File: src/rtl/cft_pkg.sv
package cft_pkg;

    localparam int ID_W       = 2;
    localparam int ADDR_W     = 21;
    localparam int DATA_BYTES = 4;
    localparam int DATA_W     = DATA_BYTES * 8;
    localparam int CRC_W      = 4;
    localparam int OPC_W      = 3;
    localparam int TOPC_W     = 6;
    // start + id + opcode + direction + address + size bit
    localparam int HDR_LEN    = 1 + ID_W + OPC_W + 1 + ADDR_W + 1;
    localparam int FRAME_W    = HDR_LEN + DATA_W;
    localparam int LEN_W      = $clog2(FRAME_W + 1);

    localparam logic [OPC_W-1:0]  OPC_ACCESS = 3'b100;
    localparam logic [OPC_W-1:0]  OPC_POLL   = 3'b010;
    localparam logic [TOPC_W-1:0] OPC_TERM   = 6'b111111;
    localparam logic [CRC_W-1:0]  CRC_POLY   = 4'b0011;

    typedef enum logic [1:0] {
        KIND_ACCESS = 2'd0,
        KIND_POLL   = 2'd1,
        KIND_TERM   = 2'd2,
        KIND_TERM2  = 2'd3
    } kind_e;

    typedef enum logic [1:0] {
        ST_IDLE  = 2'd0,
        ST_FRAME = 2'd1,
        ST_CRC   = 2'd2,
        ST_ECHO  = 2'd3
    } state_e;

    typedef struct packed {
        logic [FRAME_W-1:0] bits;   // first bit to send at the MSB
        logic [LEN_W-1:0]   len;    // bits to send, start bit included
    } frame_t;

    function automatic logic [CRC_W-1:0] crc_step(input logic [CRC_W-1:0] c,
                                                  input logic b);
        logic fb;
        fb = b ^ c[CRC_W-1];
        return {c[CRC_W-2:0], 1'b0} ^ (fb ? CRC_POLY : '0);
    endfunction

endpackage

File: src/rtl/cft_frame_pack.sv
module cft_frame_pack
    import cft_pkg::*;
(
    input  logic [1:0]        kind,
    input  logic [ID_W-1:0]   id,
    input  logic              write,
    input  logic [ADDR_W-1:0] addr,
    input  logic [1:0]        size,
    input  logic [DATA_W-1:0] wdata,
    output frame_t            frame
);

    logic [DATA_W-1:0] data_ord;
    logic [ADDR_W-1:0] addr_adj;
    logic              size_bit;
    logic [LEN_W-1:0]  nbytes;
    kind_e             kind_q;

    // byte 0 of the write data is sent first
    for (genvar g = 0; g < DATA_BYTES; g++) begin : g_bytes
        assign data_ord[DATA_W-1-8*g -: 8] = wdata[8*g +: 8];
    end

    assign kind_q = kind_e'(kind);

    always_comb begin
        unique case (size)
            2'd0: begin
                addr_adj = addr;
                size_bit = 1'b0;
                nbytes   = LEN_W'(1);
            end
            2'd1: begin
                addr_adj = {addr[ADDR_W-1:1], 1'b0};
                size_bit = 1'b1;
                nbytes   = LEN_W'(2);
            end
            default: begin
                addr_adj = {addr[ADDR_W-1:2], 2'b01};
                size_bit = 1'b1;
                nbytes   = LEN_W'(4);
            end
        endcase
    end

    always_comb begin
        unique case (kind_q)
            KIND_ACCESS: begin
                frame.bits = {1'b1, id, OPC_ACCESS, ~write, addr_adj, size_bit, data_ord};
                frame.len  = LEN_W'(HDR_LEN) + (write ? (nbytes << 3) : '0);
            end
            KIND_POLL: begin
                frame.bits = {1'b1, id, OPC_POLL, {(FRAME_W-1-ID_W-OPC_W){1'b0}}};
                frame.len  = LEN_W'(1 + ID_W + OPC_W);
            end
            default: begin
                frame.bits = {1'b1, id, OPC_TERM, {(FRAME_W-1-ID_W-TOPC_W){1'b0}}};
                frame.len  = LEN_W'(1 + ID_W + TOPC_W);
            end
        endcase
    end

endmodule

File: src/rtl/cft_sclk_gen.sv
module cft_sclk_gen #(
    parameter int CLK_DIV = 2
) (
    input  logic clk,
    input  logic rst_n,
    input  logic run,       // a frame occupies the next cycle
    input  logic start,     // first slot begins next cycle
    output logic sclk,
    output logic slot_end   // last cycle of a bit slot
);

    localparam int CNT_W = (CLK_DIV > 1) ? $clog2(CLK_DIV) : 1;
    localparam logic [CNT_W-1:0] CNT_LAST = CNT_W'(CLK_DIV - 1);

    logic [CNT_W-1:0] cnt;

    always_ff @(posedge clk or negedge rst_n) begin
        if (!rst_n) begin
            cnt  <= '0;
            sclk <= 1'b1;
        end else if (!run) begin
            cnt  <= '0;
            sclk <= 1'b1;
        end else if (start) begin
            cnt  <= '0;
            sclk <= 1'b0;
        end else if (cnt == CNT_LAST) begin
            cnt  <= '0;
            sclk <= ~sclk;
        end else begin
            cnt  <= cnt + 1'b1;
        end
    end

    assign slot_end = sclk && (cnt == CNT_LAST);


    parked_high_chk: assert property (@(posedge clk) disable iff (!rst_n)
        !run |=> sclk);


    slot_open_low_chk: assert property (@(posedge clk) disable iff (!rst_n)
        (start && run) |=> !sclk);

endmodule

File: src/rtl/cft_shift_fsm.sv
module cft_shift_fsm
    import cft_pkg::*;
#(
    parameter int ECHO_SLOTS = 16
) (
    input  logic   clk,
    input  logic   rst_n,
    input  logic   req_valid,
    input  frame_t frame_in,
    input  logic   slot_end,
    output logic   req_ready,
    output logic   accept,
    output logic   run,
    output logic   sdo,
    output logic   sdo_oe,
    output logic   done
);

    localparam int MAXC = (FRAME_W > ECHO_SLOTS) ? FRAME_W : ECHO_SLOTS;
    localparam int BC_W = $clog2(MAXC + 1);

    state_e             state, state_nx;
    logic [FRAME_W-1:0] shreg;
    logic [CRC_W-1:0]   crc;
    logic [BC_W-1:0]    bit_cnt;
    logic               last_slot;

    assign last_slot = slot_end && (bit_cnt == BC_W'(1));
    assign req_ready = (state == ST_IDLE);
    assign accept    = req_valid && req_ready;
    assign run       = (state_nx != ST_IDLE);

    // state register
    always_ff @(posedge clk or negedge rst_n) begin
        if (!rst_n) state <= ST_IDLE;
        else        state <= state_nx;
    end

    // transitions
    always_comb begin
        state_nx = state;
        unique case (state)
            ST_IDLE:  if (req_valid) state_nx = ST_FRAME;
            ST_FRAME: if (last_slot) state_nx = ST_CRC;
            ST_CRC:   if (last_slot) state_nx = ST_ECHO;
            ST_ECHO:  if (last_slot) state_nx = ST_IDLE;
            default:  state_nx = ST_IDLE;
        endcase
    end

    // shift register, check bits and slot counter
    always_ff @(posedge clk or negedge rst_n) begin
        if (!rst_n) begin
            shreg   <= '0;
            crc     <= '0;
            bit_cnt <= '0;
        end else begin
            unique case (state)
                ST_IDLE: if (accept) begin
                    shreg   <= frame_in.bits;
                    crc     <= '0;
                    bit_cnt <= BC_W'(frame_in.len);
                end
                ST_FRAME: if (slot_end) begin
                    crc     <= crc_step(crc, shreg[FRAME_W-1]);
                    shreg   <= shreg << 1;
                    bit_cnt <= last_slot ? BC_W'(CRC_W) : bit_cnt - 1'b1;
                end
                ST_CRC: if (slot_end) begin
                    crc     <= crc << 1;
                    bit_cnt <= last_slot ? BC_W'(ECHO_SLOTS) : bit_cnt - 1'b1;
                end
                ST_ECHO: if (slot_end) begin
                    bit_cnt <= bit_cnt - 1'b1;
                end
                default: ;
            endcase
        end
    end

    // done pulse
    always_ff @(posedge clk or negedge rst_n) begin
        if (!rst_n) done <= 1'b0;
        else        done <= (state == ST_ECHO) && last_slot;
    end

    // line outputs (active low data)
    always_comb begin
        sdo    = 1'b1;
        sdo_oe = 1'b1;
        unique case (state)
            ST_IDLE:  sdo_oe = 1'b0;
            ST_FRAME: sdo    = ~shreg[FRAME_W-1];
            ST_CRC:   sdo    = ~crc[CRC_W-1];
            ST_ECHO:  sdo    = 1'b1;
            default:  sdo_oe = 1'b0;
        endcase
    end


    done_pulse_chk: assert property (@(posedge clk) disable iff (!rst_n)
        done |=> !done);


    start_bit_chk: assert property (@(posedge clk) disable iff (!rst_n)
        accept |=> (sdo_oe && !sdo));


    echo_idle_chk: assert property (@(posedge clk) disable iff (!rst_n)
        (state == ST_ECHO) |-> (sdo && sdo_oe));


    crc_count_chk: assert property (@(posedge clk) disable iff (!rst_n)
        (state == ST_CRC) |-> (bit_cnt != '0 && bit_cnt <= BC_W'(CRC_W)));


    busy_hold_chk: assert property (@(posedge clk) disable iff (!rst_n)
        (state != ST_IDLE && !last_slot) |=> (state != ST_IDLE));

endmodule

File: src/rtl/cmdframe_tx.sv
module cmdframe_tx
    import cft_pkg::*;
#(
    parameter int CLK_DIV    = 2,
    parameter int ECHO_SLOTS = 16
) (
    input  logic        clk,
    input  logic        rst_n,
    input  logic        req_valid,
    output logic        req_ready,
    input  logic [1:0]  req_kind,
    input  logic [1:0]  req_id,
    input  logic        req_write,
    input  logic [20:0] req_addr,
    input  logic [1:0]  req_size,
    input  logic [31:0] req_wdata,
    output logic        sclk,
    output logic        sdo,
    output logic        sdo_oe,
    output logic        done
);

    frame_t frame;
    logic   accept;
    logic   run;
    logic   slot_end;

    cft_frame_pack u_pack (
        .kind  (req_kind),
        .id    (req_id),
        .write (req_write),
        .addr  (req_addr),
        .size  (req_size),
        .wdata (req_wdata),
        .frame (frame)
    );

    cft_sclk_gen #(.CLK_DIV(CLK_DIV)) u_clk (
        .clk      (clk),
        .rst_n    (rst_n),
        .run      (run),
        .start    (accept),
        .sclk     (sclk),
        .slot_end (slot_end)
    );

    cft_shift_fsm #(.ECHO_SLOTS(ECHO_SLOTS)) u_fsm (
        .clk       (clk),
        .rst_n     (rst_n),
        .req_valid (req_valid),
        .frame_in  (frame),
        .slot_end  (slot_end),
        .req_ready (req_ready),
        .accept    (accept),
        .run       (run),
        .sdo       (sdo),
        .sdo_oe    (sdo_oe),
        .done      (done)
    );


    data_steady_chk: assert property (@(posedge clk) disable iff (!rst_n)
        (sclk && $past(sclk)) |-> $stable(sdo));


    released_high_chk: assert property (@(posedge clk) disable iff (!rst_n)
        !sdo_oe |-> sdo);


    release_at_done_chk: assert property (@(posedge clk) disable iff (!rst_n)
        done |-> (!sdo_oe && sclk));

endmodule

File: config.mk
export PLATFORM = sky130hd
export DESIGN_NAME = cmdframe_tx
export DESIGN_NICKNAME = d
export VERILOG_FILES = /design/src/rtl/cft_pkg.sv /design/src/rtl/cft_frame_pack.sv /design/src/rtl/cft_sclk_gen.sv /design/src/rtl/cft_shift_fsm.sv /design/src/rtl/cmdframe_tx.sv
export SDC_FILE = /design/constraint.sdc
export NUM_CORES = 1
export LEC_CHECK = 0
export BUFFER_PORTS_ARGS = -buffer_cell sky130_fd_sc_hd__buf_2
export CORE_UTILIZATION = 61
export CTS_CLUSTER_DIAMETER = 120
export DETAILED_ROUTE_END_ITERATION = 7
export GPL_TIMING_DRIVEN = 0
export PLACE_DENSITY = 0.85
export REMOVE_ABC_BUFFERS = 1
export SLEW_MARGIN = 20
export SYNTH_ARGS = -nofsm -noshare
export SYNTH_HDL_FRONTEND = slang
export SYNTH_HIERARCHICAL = 1
export SYNTH_SLANG_ARGS = --single-unit
File: constraint.sdc
create_clock -name clk -period 3.29 [get_ports clk]
set_input_delay 0.658 -clock clk [delete_from_list [all_inputs] [get_ports clk]]
set_output_delay 0.658 -clock clk [all_outputs]
set_load 0.005 [all_outputs]
# Word level (Yosys, flattened, before mapping)
# Index checks and enable logic that the tools add are counted.
[totals]
ff_bits = 76
[classes]
add_sub_neg = 3
bitwise_logic = 6
n_reduce_logical = 13
eq_ne = 11
n_mux = 33
[ops]
columns = ["operator", "n"]
rows = [
  ["$pmux 64 s2", 1],
  ["$mux 61", 2],
  ["$pmux 61 s2", 1],
  ["$mux 6", 7],
  ["$pmux 6 s4", 1],
  ["$mux 4", 3],
  ["$pmux 4 s3", 1],
  ["$mux 2", 5],
  ["$mux 1", 8],
  ["$pmux 2 s4", 1],
  ["$reduce_and 4->1", 2],
  ["$add 5x6->6 const A", 1],
  ["$eq 2x1->1 const B", 3],
  ["$eq 6x1->1 const B", 1],
  ["$logic_not 2->1", 3],
  ["$ne 2x1->1 const B", 3],
  ["$pmux 3 s2", 1],
  ["$sub 6x1->6 const B", 1],
  ["$eq 2x2->1 const B", 2],
  ["$logic_and 1x1->1", 4],
  ["$not 1->1", 4],
  ["$pmux 2 s2", 1],
  ["$reduce_bool 2->1", 2],
  ["$xor 4x4->4", 1],
  ["7 further kinds", 7],
]

# Depth between registers and ports, before layout
# Gate-level depths: netlist (run 1).
[logic_depth]
ltp_word = 7
depth_mapped = 8

# By module
# Netlist (run 1), hierarchy kept.
[by_module_without_submodules]
columns = ["module", "cells_per_inst", "seq_area_each_um2", "area_each_um2", "instances"]
rows = [
  ["cft_shift_fsm", 372, 1851.8, 3736.1, 1],
  ["cft_frame_pack", 78, 0.0, 473.0, 1],
  ["cft_sclk_gen", 6, 51.3, 80.1, 1],
]

# Worst setup path after synthesis (run 1)
# OpenSTA, ideal clock, no wires.
[synth_timing]
path_kind = "register to output"
start = "register u_fsm.state[1]"
end = "output port sdo_oe"
t_arrival_ns = 1.112
stages_incl_launch_ff = 5
required_time_ns = 2.632
path_slack_ns = 1.520
cell_sequence = "dfrtp_1 > inv_1 > ha_1 > clkbuf_1 > inv_1"
[synth_via]
elab_chain_cells = 2
[synth_lines]
columns = ["item", "line", "source"]
rows = [
  ["from (decl)", "cft_shift_fsm.sv:22", "state_e state, state_nx;"],
  ["from (signal assigned)", "cft_shift_fsm.sv:36", "else state <= state_nx;"],
  ["$logic_not 2->1", "--", ""],
  ["net req_ready", "cmdframe_tx.sv:10", "output logic req_ready,"],
  ["$mux 1", "cft_shift_fsm.sv:91", "unique case (state)"],
  ["to (decl)", "cmdframe_tx.sv:19", "output logic sdo_oe,"],
]
# The timed path passes the listed nets, and every way through them passes these cells.

# Final worst setup path (run 1)
[layout_timing]
start = "register u_fsm.state[1]"
end = "register u_fsm.shreg[15]"
[layout_via]
elab_chain_cells = 4
word_cells_on_any_way = 8
classes_between = "eq/ne: 3; mux: 1; reduce/logical: 4"
[layout_lines]
columns = ["item", "line", "source"]
rows = [
  ["$logic_not 2->1", "cft_shift_fsm.sv:29, cft_shift_fsm.sv:58", ""],
  ["$logic_and 1x1->1", "cft_shift_fsm.sv:30", "assign accept = req_valid && req_ready;"],
  ["$ne 2x2->1 (no line)", "--", ""],
  ["$reduce_and 3->1 (no line)", "--", ""],
  ["to (signal assigned)", "cft_shift_fsm.sv:60", "shreg <= frame_in.bits;"],
  ["to (signal assigned)", "cft_shift_fsm.sv:66", "shreg <= shreg << 1;"],
  ["to (decl)", "cft_shift_fsm.sv:23", "logic [FRAME_W-1:0] shreg;"],
]
# Several ways; a longest one is shown, not always the timed one.
# A chain may end at the register's enable or synchronous reset.

==> results.cfg, run 1 <==
[global_route]
grt_max_degree = 57
grt_pass1_vias = 3229
antenna_found_initial = 0
grt_pass1_wl_um = 14800
grt_use_total = 0.258
grt-ovfl-total = 0

[setup_path]
crit_chain = inv_1 > ha_4 > buf_12 > nor2_1 > a211oi_4 > buf_6 > buf_8 > buf_6 > buf_6 > nor2_1 > a21oi_1
crit_required_ns = 3.55
cp_slowest_stage_delay_ns = 0.53
start_kind = flop
cp_max_fo = 30
endpoint_kind = flop
crit_path_frequent_cell = buf_6
path_class = flop to flop
worstPathArrival_ns = 3.35
critPathSlowestCell = a211oi_4
reg2reg_slack_ns = 0.20

[clock_tree]
cts_setup_buffers = 1
ctsResizeCount = 0
clock_latency_ns = 0.35
cts-root-buf = clkbuf_8
cts_hold_buf = 0
cts.clk_slew.worst_paths_ns = 0.08
cts_tree = done
htreeDepth = 3
numCtsBuffers = 9
clock_sinks = 76
clockBufferDepth = 2

[job]
max_cap_violations = 0

[timing]
finalHoldViolCount = 0
slew_headroom = 0.420
setup_violations = 0
slew_violations = 0
max_freq_mhz = 324
clock_skew_ns = 0.0109
worst_pin_slew_ns = 0.867
finalCriticalPeriod_ns = 3.09
finalSetupTns_ns = 0
setup_ws_ns = 0.204
rsz0062_at_grt = false
fin_crit_sh = 0.938

[logic_synthesis]
yosys_most_used_dff = dfrtp_1
ys_top_cells_by_count = dfrtp_1, nor2_1, a21oi_1, mux2i_1, and2_1
ys_seq_area_frac = 0.444
synth.distinct_cells = 49
synth_area_leader_cell = dfrtp_1
syn_area_per_cell_um2 = 9.41
async_flop_share = 1.00
yosysWarningCount = 6
ys_ff_latch = 76
netlist_instances = 456
syn_area_um2 = 4290
synth-edff-count = 0
yosys-top-cells-area = dfrtp_1, mux2i_1, and2_1
synth.most_common_cell = dfrtp_1
netlist.area_leader.share = 0.438

[detailed_routing]
first_pass_iters = 6
drcViolationCount = 0
num_vias = 3366
postRouteAntennaNets = 0
via_per_inst = 5.51
finalWirelength_um = 8700
wl_per_cell_um = 14.2
drtIter0Drc = 191

[worst_hold_path]
hp-class = input port to asynchronous set/reset pin

[placement]
place_congestion = 0.827
io_buffer_count = 67
dp_hpwl_um = 5620
pre_cts_ws_ns = 0.0366

[pwr]
leakagePower_nw = 2.20
vdd_drop_max_uv = 306
p_per_area_nw_per_um2 = 385
power_mw = 1.91

[die]
die_area_um2 = 7370
die_w_um = 85.9
io_pins = 68
die_h_um = 85.9
core_area_um2 = 6790
rows = 30
start_util = 0.631

[cells_and_area]
drive_gt1_frac = 0.204
fin_util = 0.730
antenna_cells = 0
nNetsFinal = 579
areaGrowthSynthToFinish_pct = 15.6

[run_status]
status = completed
-- flip-flops by register name, summed over array words and instances, names as in the netlist --
name,count
u_fsm/bit_cnt,6
u_fsm/done,1
u_fsm/state,2
u_clk/cnt,1
u_fsm/shreg,61
u_clk/sclk,1
u_fsm/crc,4
-- path summary, 6_finish.rpt --
check / depth (start not counted) / end / from
setup / recovery: 11 / u_fsm/shreg[15]$_DFFE_PN0P_ / u_fsm/state[1]$_DFF_PN0_
hold / removal: 1 / u_clk/cnt$_DFF_PN0_ / rst_n
setup reg to reg: 11 / u_fsm/shreg[15]$_DFFE_PN0P_ / u_fsm/state[1]$_DFF_PN0_
hold reg to reg: 1 / u_clk/cnt$_DFF_PN0_ / u_clk/cnt$_DFF_PN0_
max in group asynchronous: 2 / u_fsm/shreg[16]$_DFFE_PN0P_ / rst_n
min in group clk: 1 / u_clk/cnt$_DFF_PN0_ / u_clk/cnt$_DFF_PN0_
-- metrics by stage --
stage / hold WS [ns] / std cells / instance area, um2
after global routing: 0.199 / 611 / 4960
final: 0.199 / 611 / 4960
after detailed placement: 0.469 / 594 / 4720
after CTS: 0.198 / 611 / 4960
after floorplan: 0.362 / 423 / 4120
after global placement: 0.457 / 586 / 4570
-- cells in the final DEF (no fill, tap or decap), drive strengths merged, types with 2 or more instances in the layout --
cell type / count
dfrtp: 75
inv: 16
o21bai: 2
nor3: 5
a211oi: 2
a2bb2oi: 3
o21ai: 12
mux2i: 63
clkbuf: 12
and3: 4
a21o: 3
nand2b: 4
o31ai: 2
ha: 6
and2: 54
o211ai: 3
nand2: 5
xnor2: 2
a221oi: 2
mux2: 3
a21oi: 65
a22o: 2
nor3b: 2
a31oi: 2
nor2: 71
buf: 76
bufinv: 2
-- power by group --
group	internal, mW	leakage, nW	switching, mW
Combinational	0.0711	1.12	0.0733
Sequential	0.964	0.970	0.0167
Clock	0.448	0.107	0.337
Total	1.48	2.20	0.427
-- critical path: cells and delay by family, from the launching register on --
| family | cells | cell delay (ns) |
|---|---|---|
| buffers and inverters | 6 | 1.29 |
| AO/OA/AOI/OAI | 2 | 0.65 |
| adder cells (fa/ha/maj) | 1 | 0.43 |
| flip-flops | 1 | 0.41 |
| AND/OR/NAND/NOR | 2 | 0.20 |
-- cell type report --
type	instances	area (um2)
clock inverters	4	72.6
inverters	16	60.1
fillers	483	1840
multi-input cells	331	2170
well taps	96	120
flip-flops and latches	76	1900
repair buffers	76	484
clock buffers	12	145
-- metal layers --
metal  global-route usage  wire [um]  vias to the layer above
met4                0.100        161                        0
li1                     -          -                     1658
met5                    0          0                        -
met2                0.437       4240                       82
met3               0.0414        346                       15
met1                0.333       3950                     1611
-- logic make-up (layout without fill, tap and decap cells) --
logic type,count (synthesis),in the layout,synth area share
flip-flops,76,76,0.444
buffers and inverters,49,108,0.0546
AO/OA/AOI/OAI,103,103,0.141
other,1,1,0.000874
AND/OR/NAND/NOR,152,152,0.181
XOR/XNOR,3,3,0.00613
multiplexers,66,66,0.155
adder cells (fa/ha/maj),6,6,0.0175
Note: power is estimated with default switching activity, not from simulation.
==> run 2, diff against run 1 <==
CORE_ASPECT_RATIO = 0.8   (was not set)
CORE_MARGIN = 4   (was not set)
==> run 2 against run 1 <==
Effect of this change:
- register-to-register slack gained 0.14 ns
- clock skew fell by 0.0035 ns
- non-clock buffer count is 1 lower
- critical path depth down 1
- flip-flop and latch count stayed put
- hold slack better by 0.011 ns
- sequential share of layout area up 0.42 points
- cell count down 1.6%
- power shrank 6.2%
==> results.cfg, run 2 (synthesized netlist as in run 1, its figures left out) <==
[job]
max_cap_violations = 0

[cells_and_area]
final_cell_mix = dfrtp_1, nor2_1, buf_2
layout.cells.most_common = dfrtp_1
stdcell_area_um2 = 4900
nNetsFinal = 578
largest_reg_flops = 61
reg_top3 = u_fsm/shreg: 61 flops, u_fsm/bit_cnt: 6 flops, u_fsm/crc: 4 flops
largest_register = u_fsm/shreg
finalNonFillerCells = 601
multi_input_area_um2 = 2170
antenna_cells = 0
num-fill-cells = 536
drive_gt1_frac = 0.206
regArea_um2 = 1900
areaGrowthSynthToFinish_pct = 14.3

[clock_tree]
cts_hold_buf = 0
cts.clk_slew.worst_paths_ns = 0.08
cts-root-buf = clkbuf_8
clock_latency_ns = 0.34
cts_tree = done
clockBufferDepth = 2
cts_setup_buffers = 0
htreeDepth = 3
numCtsBuffers = 9
clock_sinks = 76
ctsResizeCount = 0

[global_route]
grt_use_total = 0.214
grt_pass1_wl_um = 14600
grt-ovfl-total = 0
grt_max_degree = 55
antenna_found_initial = 0
grt_pass1_vias = 3245

[pwr]
p_comb_frac = 0.080
power.internal_mw = 1.37
power_frac_clock = 0.373
power_mw = 1.79
swShare = 0.237
p_per_area_nw_per_um2 = 365
seqPwrFrac = 0.547
leakagePower_nw = 2.19
netSwitchingPower_mw = 0.424
vdd_drop_max_uv = 232

[die]
die_w_um = 102
io_pins = 68
die_area_um2 = 8450
start_util = 0.625
rows = 27
die_h_um = 83
core_area_um2 = 6860

[setup_path]
worstPathArrival_ns = 3.22
reg2reg_slack_ns = 0.34
crit_path_frequent_cell = buf_8
cp_max_fo = 42
endpoint_kind = flop
start_kind = flop
crit_chain = inv_1 > ha_4 > nor2_1 > a211oi_4 > buf_8 > buf_8 > buf_8 > buf_6 > nor2_1 > a21oi_1
cp_slowest_stage_delay_ns = 0.63
crit_required_ns = 3.56
critPathSlowestCell = ha_4
path_class = flop to flop

[detailed_routing]
num_vias = 3295
first_pass_iters = 4
drcViolationCount = 0
postRouteAntennaNets = 0
wl_per_cell_um = 14.3
finalWirelength_um = 8570
via_per_inst = 5.48
drtIter0Drc = 156

[timing]
rsz0062_at_grt = false
worst_pin_slew_ns = 0.914
clock_skew_ns = 0.00736
finalCriticalPeriod_ns = 2.95
fin_crit_sh = 0.897
slew_violations = 0
setup_violations = 0
slew_headroom = 0.389
max_freq_mhz = 339
finalSetupTns_ns = 0
finalHoldViolCount = 0

[placement]
dp_cells = 585
io_buffer_count = 67
dp_hpwl_um = 5990
place_congestion = 0.879
placed_area_um2 = 4720

[run_status]
status = completed

[worst_hold_path]
hp-class = input port to asynchronous set/reset pin
[run 2: changes by cell type in the layout (fill, tap and decap cells not counted), sizes merged]
cell	previous run	this run
bufinv	2	0
clkinv	1	3
buf	76	75
[run 2: critical path: cells and delay by family, from the launching register on]
family,cells,cell delay (ns)
AOI/OAI and AO/OA,2,0.58
adders and majority gates,1,0.63
buffers and inverters,5,0.94
DFF,1,0.41
and+or+nand+nor,2,0.29
[run 2: metrics by stage]
stage                     setup WS [ns]   util  hold slack (ns)
final                             0.340  0.715            0.210
after CTS                         0.320  0.715            0.202
after global placement            -5.75  0.665            0.451
after floorplan                   -3.80      -            0.362
after detailed placement          0.367  0.688            0.461
after global routing             0.0808  0.715            0.209
[run 2: worst paths after layout]
| kind | start | cells after the start | to |
|---|---|---|---|
| worst min-delay path | rst_n | 1 | u_fsm/shreg[50]$_DFFE_PN0P_ |
| worst max register to register | u_fsm/state[1]$_DFF_PN0_ | 10 | u_fsm/shreg[47]$_DFFE_PN0P_ |
| max in group asynchronous | rst_n | 2 | u_fsm/shreg[35]$_DFFE_PN0P_ |
| worst max-delay path | u_fsm/state[1]$_DFF_PN0_ | 10 | u_fsm/shreg[47]$_DFFE_PN0P_ |
| worst min register to register | u_clk/cnt$_DFF_PN0_ | 1 | u_clk/cnt$_DFF_PN0_ |
| min in group clk | u_clk/cnt$_DFF_PN0_ | 1 | u_clk/cnt$_DFF_PN0_ |
[run 2: power groups by stage]
stage               Clock, mW  Combinational, mW  Sequential [mW]
floorplan                   0             0.0703            0.994
global placement            0              0.135            0.998
detailed placement          0              0.145            0.998
CTS                     0.692              0.145            0.980
global route            0.734              0.164            0.985
finish                  0.668              0.142            0.980
[run 2: cell type report]
type                            instances  share of cell area
Clock buffer                           12              0.0337
Multi-Input combinational cell        331               0.443
Clock inverter                          4             0.00459
Inverter                               16              0.0122
Timing Repair Buffer                   75              0.0962
Sequential cell                        76               0.388
Tap cell                               87              0.0222
[run 2: metal layers]
metal  up-vias  GRT usage  routed length, um
met2        73      0.352               4250
met3         7     0.0504                385
li1       1653          -                  -
met5         -          0                  0
met4         0     0.0543                 57
met1      1562      0.284               3870
